[src/rtl/e1_ts0_pkg.sv]
package e1_ts0_pkg;
  localparam int WORD_W = 8;
  localparam int NAT_W  = WORD_W - 3;
  localparam int CNT_W  = $clog2(WORD_W + 1);
  // vector index of 1-based line bit n (bit 1 leaves first)
  localparam int B1 = WORD_W - 1;
  localparam int B2 = WORD_W - 2;
  localparam int B3 = WORD_W - 3;
  localparam logic [WORD_W-2:0] FAS_TAIL = 7'b0011011;

  typedef enum logic [1:0] {
    TM_NONE = 2'd0,
    TM_SVC  = 2'd1,
    TM_EXT  = 2'd2,
    TM_FULL = 2'd3
  } tmode_e;
endpackage

[src/rtl/e1_ts0_mode_sel.sv]
module e1_ts0_mode_sel
  import e1_ts0_pkg::*;
(
  input  logic   full_i,
  input  logic   ext_i,
  input  logic   svc_i,
  output tmode_e mode_o
);
  always_comb begin
    if (full_i)      mode_o = TM_FULL;
    else if (ext_i)  mode_o = TM_EXT;
    else if (svc_i)  mode_o = TM_SVC;
    else             mode_o = TM_NONE;
  end
endmodule

[src/rtl/e1_ts0_word_build.sv]
module e1_ts0_word_build
  import e1_ts0_pkg::*;
(
  input  logic              svc_frame_i,
  input  tmode_e            mode_i,
  input  logic              si_i,
  input  logic              ra_i,
  input  logic [NAT_W-1:0]  nat_i,
  input  logic              stack_en_i,
  input  logic [NAT_W-1:0]  stack_i,
  input  logic [WORD_W-1:0] sys_i,
  output logic [WORD_W-1:0] word_o
);
  logic [NAT_W-1:0]  nat_sel;
  logic [WORD_W-1:0] fas_w;
  logic [WORD_W-1:0] svc_w;
  logic [WORD_W-1:0] sys_keep_ra;

  assign nat_sel = stack_en_i ? stack_i : nat_i;
  assign fas_w   = {si_i, FAS_TAIL};
  assign svc_w   = {si_i, 1'b1, ra_i, nat_sel};

  always_comb begin
    sys_keep_ra     = sys_i;
    sys_keep_ra[B3] = ra_i;
  end

  always_comb begin
    unique case (mode_i)
      TM_FULL: word_o = sys_i;
      TM_EXT:  word_o = svc_frame_i ? sys_keep_ra : sys_i;
      TM_SVC:  word_o = svc_frame_i ? sys_keep_ra : {sys_i[B1], FAS_TAIL};
      default: word_o = svc_frame_i ? svc_w : fas_w;
    endcase
  end
endmodule

[src/rtl/e1_ts0_serializer.sv]
module e1_ts0_serializer #(
  parameter int W = 8
) (
  input  logic         clk_i,
  input  logic         rst_ni,
  input  logic         load_i,
  input  logic [W-1:0] word_i,
  output logic         bit_o,
  output logic         valid_o
);
  localparam int CW = $clog2(W + 1);

  logic [W-1:0]  sh_q;
  logic [CW-1:0] cnt_q;

  // ones shift in from the bottom so the line idles at mark
  always_ff @(posedge clk_i or negedge rst_ni) begin
    if (!rst_ni) begin
      sh_q  <= '1;
      cnt_q <= '0;
    end else if (load_i) begin
      sh_q  <= word_i;
      cnt_q <= CW'(W);
    end else if (cnt_q != '0) begin
      sh_q  <= {sh_q[W-2:0], 1'b1};
      cnt_q <= cnt_q - 1'b1;
    end
  end

  assign bit_o   = sh_q[W-1];
  assign valid_o = (cnt_q != '0);

  assert_idle_mark_R1: assert property (@(posedge clk_i) disable iff (!rst_ni)
    !valid_o |-> bit_o);

  assert_load_valid_R6: assert property (@(posedge clk_i) disable iff (!rst_ni)
    load_i |=> valid_o);
endmodule

[src/rtl/e1_ts0_tx.sv]
module e1_ts0_tx
  import e1_ts0_pkg::*;
(
  input  logic       clk_i,
  input  logic       rst_ni,
  input  logic       ts0_start_i,
  input  logic       intl_spare_i,
  input  logic       rem_alarm_i,
  input  logic [4:0] nat_spare_i,
  input  logic       stack_en_i,
  input  logic [4:0] stack_bits_i,
  input  logic       tt_full_i,
  input  logic       tt_ext_i,
  input  logic       tt_svc_i,
  input  logic [7:0] sys_ts0_i,
  output logic       tx_bit_o,
  output logic       tx_valid_o
);
  logic              frame_svc_q;
  tmode_e            mode;
  logic [WORD_W-1:0] word;

  always_ff @(posedge clk_i or negedge rst_ni) begin
    if (!rst_ni)          frame_svc_q <= 1'b0;
    else if (ts0_start_i) frame_svc_q <= ~frame_svc_q;
  end

  e1_ts0_mode_sel u_mode (
    .full_i (tt_full_i),
    .ext_i  (tt_ext_i),
    .svc_i  (tt_svc_i),
    .mode_o (mode)
  );

  e1_ts0_word_build u_build (
    .svc_frame_i (frame_svc_q),
    .mode_i      (mode),
    .si_i        (intl_spare_i),
    .ra_i        (rem_alarm_i),
    .nat_i       (nat_spare_i),
    .stack_en_i  (stack_en_i),
    .stack_i     (stack_bits_i),
    .sys_i       (sys_ts0_i),
    .word_o      (word)
  );

  e1_ts0_serializer #(.W(WORD_W)) u_ser (
    .clk_i   (clk_i),
    .rst_ni  (rst_ni),
    .load_i  (ts0_start_i),
    .word_i  (word),
    .bit_o   (tx_bit_o),
    .valid_o (tx_valid_o)
  );

  assert_frame_toggle_R2: assert property (@(posedge clk_i) disable iff (!rst_ni)
    ts0_start_i |=> (frame_svc_q != $past(frame_svc_q)));

  assert_fas_spare_R3: assert property (@(posedge clk_i) disable iff (!rst_ni)
    (ts0_start_i && !frame_svc_q && !tt_full_i && !tt_ext_i && !tt_svc_i)
      |=> (tx_bit_o == $past(intl_spare_i)));

  assert_full_bit1_R7: assert property (@(posedge clk_i) disable iff (!rst_ni)
    (ts0_start_i && tt_full_i) |=> (tx_bit_o == $past(sys_ts0_i[7])));

  // bit 3 of a service frame carries the alarm in every mode but full (R8, R9 too)
  assert_alarm_bit_R4: assert property (@(posedge clk_i) disable iff (!rst_ni)
    (ts0_start_i && frame_svc_q && !tt_full_i) ##1 !ts0_start_i ##1 !ts0_start_i
      |=> (tx_bit_o == $past(rem_alarm_i, 3)));
endmodule

[config.mk]
export PLATFORM = sky130hd
export DESIGN_NAME = e1_ts0_tx
export DESIGN_NICKNAME = d
export VERILOG_FILES = /design/src/rtl/e1_ts0_pkg.sv /design/src/rtl/e1_ts0_mode_sel.sv /design/src/rtl/e1_ts0_word_build.sv /design/src/rtl/e1_ts0_serializer.sv /design/src/rtl/e1_ts0_tx.sv
export SDC_FILE = /design/constraint.sdc
export NUM_CORES = 1
export LEC_CHECK = 0
export BUFFER_PORTS_ARGS = -buffer_cell sky130_fd_sc_hd__buf_2
export CAP_MARGIN = 20
export CORE_MARGIN = 2
export CORE_UTILIZATION = 45
export CTS_BUF_LIST = sky130_fd_sc_hd__clkbuf_8
export DETAILED_ROUTE_END_ITERATION = 12
export GPL_ROUTABILITY_DRIVEN = 0
export GPL_TIMING_DRIVEN = 0
export PLACE_DENSITY = 0.78
export RECOVER_POWER = 50
export SLEW_MARGIN = 20
export SYNTH_ARGS = -nofsm -noshare
export SYNTH_HDL_FRONTEND = slang
export SYNTH_HIERARCHICAL = 1
export SYNTH_SLANG_ARGS = --single-unit
[constraint.sdc]
create_clock -name clk_i -period 1.8 [get_ports clk_i]
set_clock_uncertainty 0.1 [all_clocks]
set_input_delay 0.09 -clock clk_i [delete_from_list [all_inputs] [get_ports clk_i]]
set_output_delay 0.09 -clock clk_i [all_outputs]
set_load 0.02 [all_outputs]
==> summary.md, run 1 <==
| Metric | Value |
|---|---|
| Run status | complete, no violations |
| Placed Cells | between 100 and 150 |
| Total of buffers placed on input and output ports | 27 |
| Die outline width | 47 um |
| Crit Path Class | reg2out |
| Clock Root Buffer | sky130_fd_sc_hd__clkbuf_8 |
| Io pins | 29 |
| First-pass GRT wire length | ~2300 um |
| RSZ-0062 raised after global routing | false |
| Total of endpoints with negative setup slack in the final report | 0 |
| ANT nets after route | 0 |
| Peak supply drop | roughly 490 uV |
| Headroom to the max-slew limit | 53.5% |
| Post-Syn Instances | 88 |
| Y dimension of the die | between 40 and 50 um |
| Count of max-cap constraint violations | 0 |
| Fmax | roughly 600 MHz |
| Share of cells above drive strength 1 | approximately 39% |
| CP Data Arrival Time | 1.51 ns |
| Number of hold-slack violations in the final timing report | 0 |
| H-tree depth | 1 |
| Pin count of the biggest net entering global routing | 14 |
| End-of-flow core utilization | roughly three fifths |
| Post-synth net total | 116 |
| Number of nets at the end of the flow | between 150 and 200 |
| Sum of negative setup slack | 0 ns |
| Class of the tightest hold or removal check | in2reg |
| Fill cell instance count of the final layout | approximately 160 |
| Final instance area | approximately 1100 um^2 |
| Buffer levels on the longest clock path | 2 |
| Number of enable flip-flop cells after synthesis | 0 |
| Detailed Routing Iterations Pass 1 | 4 |
| Total clock buffers created by CTS | 3 |
| Mapped Avg Cell Area | around 9.5 um^2 |
| # resized after CTS | 0 |
| Startpoint types | register |
| HPWL after detailed placement | ~1200 um |
| Synthesis Warnings | 6 |
| Crit path setup slack, layout | slightly above 0.1 ns |
| Final cell count without fillers | 147 |
| Transition at the pin with the smallest max-transition slack | 0.698 ns |
| Count of pins over their slew limit | 0 |
| Overall power consumption | between 1 and 1.5 mW |
| P per Cell Area | ~1200 nW/um^2 |
| Post-synth design cell area | 832 um^2 |
| Leakage power total | ~0.51 nW |
| Sequential standard cell area | roughly 340 um^2 |
| Die Outline Area | between 2000 and 2500 um^2 |
| Fraction of synthesis flops using an asynchronous set or reset pin | 100% |
| Antenna violations before repair | 0 |
| Initial cell density of the core | about half |
| Number of library cell types mapped by synthesis | 33 |
| Routed via count divided by cell count | between 4 and 5 |
| Register clock-pin slew on the reported worst setup and hold paths | ~0.05 ns |
| Total routing usage reported by global routing | roughly 15% |
| Worst hold slack after final layout | ~0.088 ns |
| Crit-path max FO | 10 |
| Number of flip-flops and latches in the synthesized netlist | 13 |
| Wirelength per Cell | about 10 um |
| Global route total overflow | 0 |
| Fraction of the yosys area taken by sequential cells | approximately two fifths |
| Clock period minus worst slack | roughly 1.7 ns |
| DRC violation count after routing | 0 |
| Area of combinational cells with multiple inputs | ~450 um^2 |
| CTS tree | done |
| Worst skew pair latency | ~0.24 ns |
| Area after detailed placement | ~1000 um^2 |
| Type of element capturing the critical path | output pin |
| Total vias in the final route | between 700 and 800 |
| Number of global-route vias before repair | just under 600 |
| Share of the clock period used by the worst path after layout | a little over nine tenths |
| Placeable core region | between 1500 and 2000 um^2 |
| Flip-flop cell with the highest count after synthesis | sky130_fd_sc_hd__dfstp_2 |
| Post-detailed-routing wire length | ~1500 um |
| # clock sinks | 13 |
| WP data required | 1.61 ns |
| Site row count | 15 |
| Pre-CTS setup slack | approximately 0.08 ns |
| Ant diodes | 0 |
| DR iter-0 viols | 11 |
| Synthesis-to-layout area growth | 28.4% |
==> layout make-up <==
| type | count | area share, % |
|---|---|---|
| timing repair buffer | 30 | 15.0 |
| buffer | 4 | 2.22 |
| clock inverter | 1 | 0.351 |
| clock buffer | 3 | 3.86 |
| tap | 25 | 2.93 |
| inverter | 6 | 2.11 |
| multi-input combinational | 65 | 42.2 |
| sequential | 13 | 31.4 |
==> power breakdown <==
group          internal [mW]  leakage, nW  switching, mW  total, mW
clock                  0.150       0.0269         0.0950      0.245
combinational          0.241        0.338          0.232      0.473
sequential             0.427        0.145         0.0866      0.513
==> routing by layer <==
metal	wire [um]	global-route usage [%]	part of all wire [%]
met5	0	0	0
met4	25	8.33	1.6
met3	98	2.31	6.4
met2	724	25.5	47
met1	692	17.9	45
==> synth_stat cells (2+ instances only) <==
library cell	number	area (um^2)
sky130_fd_sc_hd__a21oi_1	16	80.1
sky130_fd_sc_hd__nand2_1	9	33.8
sky130_fd_sc_hd__dfstp_2	8	210
sky130_fd_sc_hd__nor2b_1	8	50.1
sky130_fd_sc_hd__dfrtp_1	5	125
sky130_fd_sc_hd__inv_1	5	18.8
sky130_fd_sc_hd__a2bb2oi_1	4	35.0
sky130_fd_sc_hd__mux2i_1	4	40.0
sky130_fd_sc_hd__nor2_1	3	11.3
sky130_fd_sc_hd__clkbuf_1	2	7.51
sky130_fd_sc_hd__mux2_4	2	30.0
==> worst paths after layout <==
kind	from	to	slack (ns)	cells after the start
setup / recovery	u_ser/cnt_q[0]$_DFFE_PN0P_	tx_valid_o	0.10	6
hold / removal	sys_ts0_i[0]	u_ser/sh_q[0]$_DFFE_PN1P_	0.09	4
setup reg to reg	u_ser/cnt_q[0]$_DFFE_PN0P_	u_ser/sh_q[1]$_DFFE_PN1P_	0.27	6
hold reg to reg	u_ser/sh_q[3]$_DFFE_PN1P_	u_ser/sh_q[4]$_DFFE_PN1P_	0.36	2
max in group asynchronous	rst_ni	u_ser/cnt_q[2]$_DFFE_PN0P_	0.84	2
min in group asynchronous	rst_ni	u_ser/cnt_q[1]$_DFFE_PN0P_	0.32	2
==> placed cells by master, fill, tap and decap left out, drive strengths merged, types with 2 or more instances in the layout <==
| cell | netlist | final |
|---|---|---|
| buf | 2 | 28 |
| a21oi | 17 | 17 |
| nand2 | 9 | 9 |
| nor2b | 8 | 8 |
| dfstp | 8 | 8 |
| inv | 6 | 7 |
| clkbuf | 2 | 7 |
| dfrtp | 5 | 5 |
| mux2i | 4 | 4 |
| a2bb2oi | 4 | 4 |
| nor2 | 3 | 3 |
| dlygate4sd3 | 0 | 2 |
| mux2 | 2 | 2 |
| nor3b | 2 | 2 |
| nor3 | 2 | 2 |
==> registers in the layout, summed over array words and instances, names as in the netlist <==
name	count
frame_svc_q	1
u_ser/cnt_q	4
u_ser/sh_q	8
==> worst max-delay path, stage by stage, from the launching register on <==
cell	delay, ns
sky130_fd_sc_hd__dfrtp_1	0.37
sky130_fd_sc_hd__inv_1	0.09
sky130_fd_sc_hd__ha_1	0.22
sky130_fd_sc_hd__nor3b_4	0.24
sky130_fd_sc_hd__inv_2	0.06
sky130_fd_sc_hd__buf_6	0.14
sky130_fd_sc_hd__buf_2	0.15
==> cell families after synthesis <==
kind of cell	synth area share (%)
mux	8.42
simple gates	20.9
compound gates	21.2
xor+xnor	2.11
fa+ha+maj	1.50
buf+inv	5.56
flops	40.3
==> repair_timing <==
action | in CTS | in global routing
buffers inserted | 1 | 0
endpoints found under the hold margin | 14 | 0
hold buffers | 2 | 0
setup endpoints to repair | 1 | 0
No activity file was read; power rests on OpenSTA's default activity.
==> run 2: changes to the inputs <==
clock period = 2.13 ns   (was 1.8 ns; I/O delays follow)
==> run 2 against run 1 <==
Sequential cell count did not move. Final cell count down 0.68%. Combinational power is 18% lower. Non-clock buffer count fell by 1. Critical path type unchanged. Largest power group unchanged.
==> summary.md, run 2 (synthesized netlist as in run 1, its figures left out) <==
| Metric | Value |
|---|---|
| Wirelength per Cell | 10.5 um (about the same) |
| Worst skew pair latency | 0.24 ns (about the same) |
| Crit Path Class | reg2out (unchanged) |
| Worst setup endpoint | tx_valid_o (unchanged) |
| Most flops, register | u_ser/sh_q (unchanged) |
| Crit-path max FO | 10 (unchanged) |
| Routed via count divided by cell count | 4.95 (was 4.97) |
| Most used cells in the layout excluding fill and tap cells | sky130_fd_sc_hd__buf_2 (26), sky130_fd_sc_hd__a21oi_1 (16), sky130_fd_sc_hd__nand2_1 (9) (unchanged) |
| RSZ-0062 raised after global routing | false (unchanged) |
| DR iter-0 viols | 10 (was 11) |
| P per Cell Area | 969 nW/um^2 (was 1150 nW/um^2) |
| Antenna violations before repair | 0 (unchanged) |
| Register clock-pin slew on the reported worst setup and hold paths | 0.05 ns (about the same) |
| Type of element capturing the critical path | output pin (unchanged) |
| Placeable core region | 1730 um^2 (unchanged) |
| # resized after CTS | 0 (unchanged) |
| Ant diodes | 0 (unchanged) |
| Io pins | 29 (unchanged) |
| # clock sinks | 13 (unchanged) |
| Sum of negative setup slack | 0 ns (unchanged) |
| Pin count of the biggest net entering global routing | 14 (unchanged) |
| Die Outline Area | 2210 um^2 (unchanged) |
| Total of buffers placed on input and output ports | 27 (unchanged) |
| CTS tree | done (unchanged) |
| Share of cells above drive strength 1 | 38.0% (was 38.5%) |
| Total vias in the final route | 722 (was 731) |
| Number of nets at the end of the flow | 150 (was 151) |
| Final instance area | 1060 um^2 (was 1070 um^2) |
| Class of the tightest hold or removal check | in2reg (unchanged) |
| Buffer levels on the longest clock path | 2 (unchanged) |
| Count of max-cap constraint violations | 0 (unchanged) |
| Startpoint types | register (unchanged) |
| Top flop regs | u_ser/sh_q x8, u_ser/cnt_q x4, frame_svc_q x1 (unchanged) |
| Detailed Routing Iterations Pass 1 | 4 (unchanged) |
| Pre-CTS setup slack | 0.408 ns (was 0.0778 ns) |
| Leakage power total | 0.505 nW (was 0.510 nW) |
| Number of global-route vias before repair | 575 (was 580) |
| Synthesis-to-layout area growth | 27.5% (was 28.4%) |
| Number of hold-slack violations in the final timing report | 0 (unchanged) |
| Die outline width | 47 um (unchanged) |
| Headroom to the max-slew limit | 54.1% (was 53.5%) |
| Run status | complete, no violations (unchanged) |
| Register-to-register path setup slack | 0.42 ns (was 0.27 ns) |
| Clock Root Buffer | sky130_fd_sc_hd__clkbuf_8 (unchanged) |
| Transition at the pin with the smallest max-transition slack | 0.689 ns (was 0.698 ns) |
| Count of pins over their slew limit | 0 (unchanged) |
| Global route total overflow | 0 (unchanged) |
| Post-detailed-routing wire length | 1530 um (was 1540 um) |
| Reg2Reg Launch Point | u_ser/cnt_q[0]$_DFFE_PN0P_ (unchanged) |
| ANT nets after route | 0 (unchanged) |
| Placed Cells | 140 (unchanged) |
| Initial cell density of the core | 48.2% (unchanged) |
| DRC violation count after routing | 0 (unchanged) |
| Reg2reg path depth | 6 (unchanged) |
| WP data required | 1.92 ns (was 1.61 ns) |
| Site row count | 15 (unchanged) |
| Crit path setup slack, layout | 0.205 ns (was 0.104 ns) |
| Y dimension of the die | 47 um (unchanged) |
| Area after detailed placement | 998 um^2 (unchanged) |
| Max FFs per register | 8 (unchanged) |
| CP Data Arrival Time | 1.72 ns (was 1.51 ns) |
| Share of the clock period used by the worst path after layout | around nine tenths |
| R2R Path End | u_ser/cnt_q[1]$_DFFE_PN0P_ (was u_ser/sh_q[1]$_DFFE_PN1P_) |
| Clock period minus worst slack | around 1.9 ns |
| Total routing usage reported by global routing | 14.8% (was 15.0%) |
| HPWL after detailed placement | 1210 um (unchanged) |
| Total clock buffers created by CTS | 3 (unchanged) |
| Leading cell type in the layout, fill and taps excluded | sky130_fd_sc_hd__buf_2 (unchanged) |
| Total of endpoints with negative setup slack in the final report | 0 (unchanged) |
| H-tree depth | 1 (unchanged) |
| Final cell count without fillers | 146 (was 147) |
| First-pass GRT wire length | 2290 um (was 2300 um) |
| Critical Path Start | u_ser/cnt_q[0]$_DFFE_PN0P_ (unchanged) |
| Peak supply drop | 415 uV (was 493 uV) |
| Fmax | between 500 and 600 MHz |
==> run 2: changes by cell type in the layout (fill, tap and decap cells not counted) <==
cell,before,now
sky130_fd_sc_hd__buf_4,1,0
==> run 2: per-stage QoR <==
stage	power, mW	hold WS (ns)	util, %
after global routing	1.10	0.121	61.4
final	1.03	0.104	61.4
after global placement	0.808	-0.0990	57.8
after floorplan	0.727	-0.289	-
after CTS	1.04	0.103	61.6
after detailed placement	0.828	-0.0957	57.8
==> run 2: worst min-delay path by stage <==
stage / start / to / slack, ns / depth (start not counted)
after floorplan: rst_ni / frame_svc_q$_DFFE_PN0P_ / -0.29 / 0
after global placement: rst_ni / u_ser/cnt_q[0]$_DFFE_PN0P_ / -0.1 / 1
after detailed placement: rst_ni / u_ser/cnt_q[1]$_DFFE_PN0P_ / -0.1 / 1
after CTS: sys_ts0_i[0] / u_ser/sh_q[0]$_DFFE_PN1P_ / 0.10 / 4
after global routing: sys_ts0_i[2] / u_ser/sh_q[2]$_DFFE_PN1P_ / 0.12 / 5
final: sys_ts0_i[0] / u_ser/sh_q[0]$_DFFE_PN1P_ / 0.10 / 4
==> run 2: per-layer routing <==
metal | wire (um) | global-route usage [%] | share of wire (%) | vias up
met5 | 0 | 0 | 0 | -
met4 | 25 | 8.33 | 1.6 | 0
met3 | 91 | 2.31 | 5.9 | 2
met2 | 717 | 24.7 | 47 | 26
met1 | 696 | 18.1 | 45 | 325
li1 | - | - | - | 369
==> run 2: cell type report <==
class / count / area, um^2
Buffer: 4 / 23.8
Clock buffer: 3 / 41.3
Clock inverter: 1 / 3.75
Fill cell: 159 / 666
Inverter: 6 / 22.5
Multi-Input combinational cell: 65 / 450
Sequential cell: 13 / 335
Tap cell: 25 / 31.3
Timing Repair Buffer: 29 / 153
==> run 2: worst max-delay path, cell delays in order, from the launching register on <==
cell and delay, ns:
sky130_fd_sc_hd__dfrtp_1 0.37, sky130_fd_sc_hd__inv_1 0.09, sky130_fd_sc_hd__ha_1 0.22, sky130_fd_sc_hd__nor3b_4 0.42, sky130_fd_sc_hd__inv_2 0.08, sky130_fd_sc_hd__buf_6 0.15, sky130_fd_sc_hd__buf_2 0.15
==> run 2: repair_timing <==
action                    CTS  global route
hold endpoints to repair   14             0
buffers inserted            0             0
hold buffers                2             0
==> run 2: report_power, final <==
part	internal [mW]	switching [mW]	total, mW	leakage, nW
clock network	0.127	0.0791	0.206	0.0269
logic	0.195	0.194	0.389	0.333
registers	0.361	0.0732	0.434	0.145
==> run 3: changes to the inputs <==
BUFFER_PORTS_ARGS = not set   (was -buffer_cell sky130_fd_sc_hd__buf_2)
DONT_BUFFER_PORTS = 1   (was not set)
PLACE_DENSITY = 0.65   (was 0.78)
==> run 3 against run 2 <==
Core utilization shrank 7.7 points. Final area shrank 13%. Largest power group unchanged. Final cell count shrank 18%.
==> summary.md, run 3 (synthesized netlist as in run 1, its figures left out) <==
| Metric | Value |
|---|---|
| Clock period minus worst slack | 1.81 ns (was 1.92 ns) |
| Placeable core region | 1730 um^2 (unchanged) |
| Crit Path Class | reg2out (unchanged) |
| Hold path endpoint | u_ser/sh_q[2]$_DFFE_PN1P_ (was u_ser/sh_q[0]$_DFFE_PN1P_) |
| Sum of negative setup slack | 0 ns (unchanged) |
| Antenna violations before repair | 0 (unchanged) |
| Ant diodes | 0 (unchanged) |
| Final cell count without fillers | 119 (was 146) |
| Routed via count divided by cell count | 5.26 (was 4.95) |
| Run status | complete, no violations (unchanged) |
| Count of max-cap constraint violations | 0 (unchanged) |
| Share of the clock period used by the worst path after layout | 85.0% (was 90.4%) |
| Peak supply drop | 428 uV (was 415 uV) |
| DR iter-0 viols | 3 (was 10) |
| Buffer levels on the longest clock path | 2 (unchanged) |
| Pin count of the biggest net entering global routing | 14 (unchanged) |
| Max FFs per register | 8 (unchanged) |
| Class of the tightest hold or removal check | in2reg (unchanged) |
| Top flop regs | u_ser/sh_q x8, u_ser/cnt_q x4, frame_svc_q x1 (unchanged) |
| # clock sinks | 13 (unchanged) |
| Number of hold-slack violations in the final timing report | 0 (unchanged) |
| Total of endpoints with negative setup slack in the final report | 0 (unchanged) |
| Die outline width | 47 um (unchanged) |
| ANT nets after route | 0 (unchanged) |
| Number of nets at the end of the flow | 123 (was 150) |
| Crit-path max FO | 10 (unchanged) |
| Transition at the pin with the smallest max-transition slack | 0.559 ns (was 0.689 ns) |
| Most used cells in the layout excluding fill and tap cells | sky130_fd_sc_hd__a21oi_1 (16), sky130_fd_sc_hd__nand2_1 (9), sky130_fd_sc_hd__nor2b_1 (8), sky130_fd_sc_hd__dfstp_2 (8), sky130_fd_sc_hd__inv_1 (6) (was sky130_fd_sc_hd__buf_2 (26), sky130_fd_sc_hd__a21oi_1 (16), sky130_fd_sc_hd__nand2_1 (9)) |
| R2R Path End | u_ser/cnt_q[1]$_DFFE_PN0P_ (unchanged) |
| Reg2reg path depth | 6 (unchanged) |
| Startpoint types | register (unchanged) |
| Total routing usage reported by global routing | 15.8% (was 14.8%) |
| Synthesis-to-layout area growth | 11.6% (was 27.5%) |
| Fmax | 552 MHz (was 520 MHz) |
| First-pass GRT wire length | 2450 um (was 2290 um) |
| Post-detailed-routing wire length | 1570 um (was 1530 um) |
| DRC violation count after routing | 0 (unchanged) |
| Post-CTS Setup Inserts | 0 (unchanged) |
| Most flops, register | u_ser/sh_q (unchanged) |
| Type of element capturing the critical path | output pin (unchanged) |
| Detailed Routing Iterations Pass 1 | 3 (was 4) |
| HPWL after detailed placement | 1280 um (was 1210 um) |
| Placed Cells | 113 (was 140) |
| Share of cells above drive strength 1 | 22.3% (was 38.0%) |
| Headroom to the max-slew limit | 62.6% (was 54.1%) |
| Register-to-register path setup slack | 0.37 ns (was 0.42 ns) |
| Number of global-route vias before repair | 603 (was 575) |
| Count of pins over their slew limit | 0 (unchanged) |
| H-tree depth | 1 (unchanged) |
| CP Data Arrival Time | 1.60 ns (was 1.72 ns) |
| Leakage power total | 0.405 nW (was 0.505 nW) |
| Worst hold slack after final layout | 0.00499 ns (was 0.104 ns) |
| Fill cell instance count of the final layout | 181 (was 159) |
| CTS tree | done (unchanged) |
| Reg2Reg Launch Point | u_ser/cnt_q[0]$_DFFE_PN0P_ (unchanged) |
| Worst Hold Path Cells | 4 (unchanged) |
| Initial cell density of the core | 48.2% (unchanged) |
| Global route total overflow | 0 (unchanged) |
| Register clock-pin slew on the reported worst setup and hold paths | 0.05 ns (about the same) |
| Total clock buffers created by CTS | 3 (unchanged) |
| Worst skew pair latency | 0.23 ns (was 0.24 ns) |
| Site row count | 15 (unchanged) |
| WP data required | 1.92 ns (about the same) |
| Io pins | 29 (unchanged) |
| Wirelength per Cell | 13.2 um (was 10.5 um) |
| Clock Root Buffer | sky130_fd_sc_hd__clkbuf_8 (unchanged) |
| Leading cell type in the layout, fill and taps excluded | sky130_fd_sc_hd__a21oi_1 (was sky130_fd_sc_hd__buf_2) |
| Hold wc startpoint | sys_ts0_i[2] (was sys_ts0_i[0]) |
| Die Outline Area | 2210 um^2 (unchanged) |
| Total vias in the final route | 626 (was 722) |
| RSZ-0062 raised after global routing | false (unchanged) |
| P per Cell Area | 1070 nW/um^2 (was 969 nW/um^2) |
| Y dimension of the die | 47 um (unchanged) |
| Total of buffers placed on input and output ports | 0 (was 27) |
run 3: changes by cell type in the layout (fill, tap and decap cells not counted), sizes merged:
cell | previous run | this run
clkbuf | 7 | 5
buf | 27 | 2
run 3: worst max-delay path: stages, from the launching register on:
cell                      delay, ns
sky130_fd_sc_hd__dfrtp_1       0.38
sky130_fd_sc_hd__inv_1         0.09
sky130_fd_sc_hd__ha_1          0.22
sky130_fd_sc_hd__nor3b_4       0.44
sky130_fd_sc_hd__inv_2         0.08
sky130_fd_sc_hd__buf_6         0.17
run 3: area by class of cell:
class | count | area (um^2) | share of cell area (%)
plain buffers | 4 | 23.8 | 2.56
clock buffers | 3 | 41.3 | 4.45
clock inverters | 1 | 3.75 | 0.404
inverters | 6 | 22.5 | 2.43
multi-input cells | 65 | 450 | 48.5
flip-flops and latches | 13 | 335 | 36.1
well taps | 25 | 31.3 | 3.37
repair buffers | 2 | 20.0 | 2.16
run 3: per-stage QoR:
stage	util (%)	cell area (um^2)	setup WS [ns]	power [mW]
global route	53.8	928	0.253	1.07
floorplan	-	832	0.576	0.727
detailed placement	50.0	863	0.373	0.793
finish	53.8	928	0.319	0.997
global placement	50.0	863	0.409	0.776
CTS	53.8	928	0.304	1.01
run 3: metal layers:
| layer | GRT usage, % | share of wire (%) |
|---|---|---|
| met4 | 6.67 | 1.2 |
| met3 | 1.54 | 4.9 |
| met2 | 29.3 | 52 |
| met1 | 18.4 | 42 |
| met5 | 0 | 0 |
run 3: what timing repair did:
action                    4_1_cts  5_1_grt
gates resized for setup         0        0
hold buffers                    2        0
hold endpoints to repair       14        0
run 3: how the worst max path moves through the flow:
stage,startpoint,to,slack [ns],cells past startpoint
2_1_floorplan,u_ser/cnt_q[0]$_DFFE_PN0P_,u_ser/cnt_q[1]$_DFFE_PN0P_,0.58,6
3_3_place_gp,u_ser/cnt_q[0]$_DFFE_PN0P_,u_ser/cnt_q[1]$_DFFE_PN0P_,0.41,6
3_5_place_dp,u_ser/cnt_q[0]$_DFFE_PN0P_,u_ser/cnt_q[1]$_DFFE_PN0P_,0.37,6
4_1_cts,u_ser/cnt_q[0]$_DFFE_PN0P_,tx_valid_o,0.30,5
5_1_grt,u_ser/cnt_q[0]$_DFFE_PN0P_,tx_valid_o,0.25,5
6_report,u_ser/cnt_q[0]$_DFFE_PN0P_,tx_valid_o,0.32,5
run 3: where the power goes:
part | leakage (nW) | switching, mW | total (mW) | internal (mW)
Combinational | 0.234 | 0.179 | 0.350 | 0.172
Sequential | 0.145 | 0.0812 | 0.442 | 0.361
Clock | 0.0269 | 0.0776 | 0.204 | 0.127
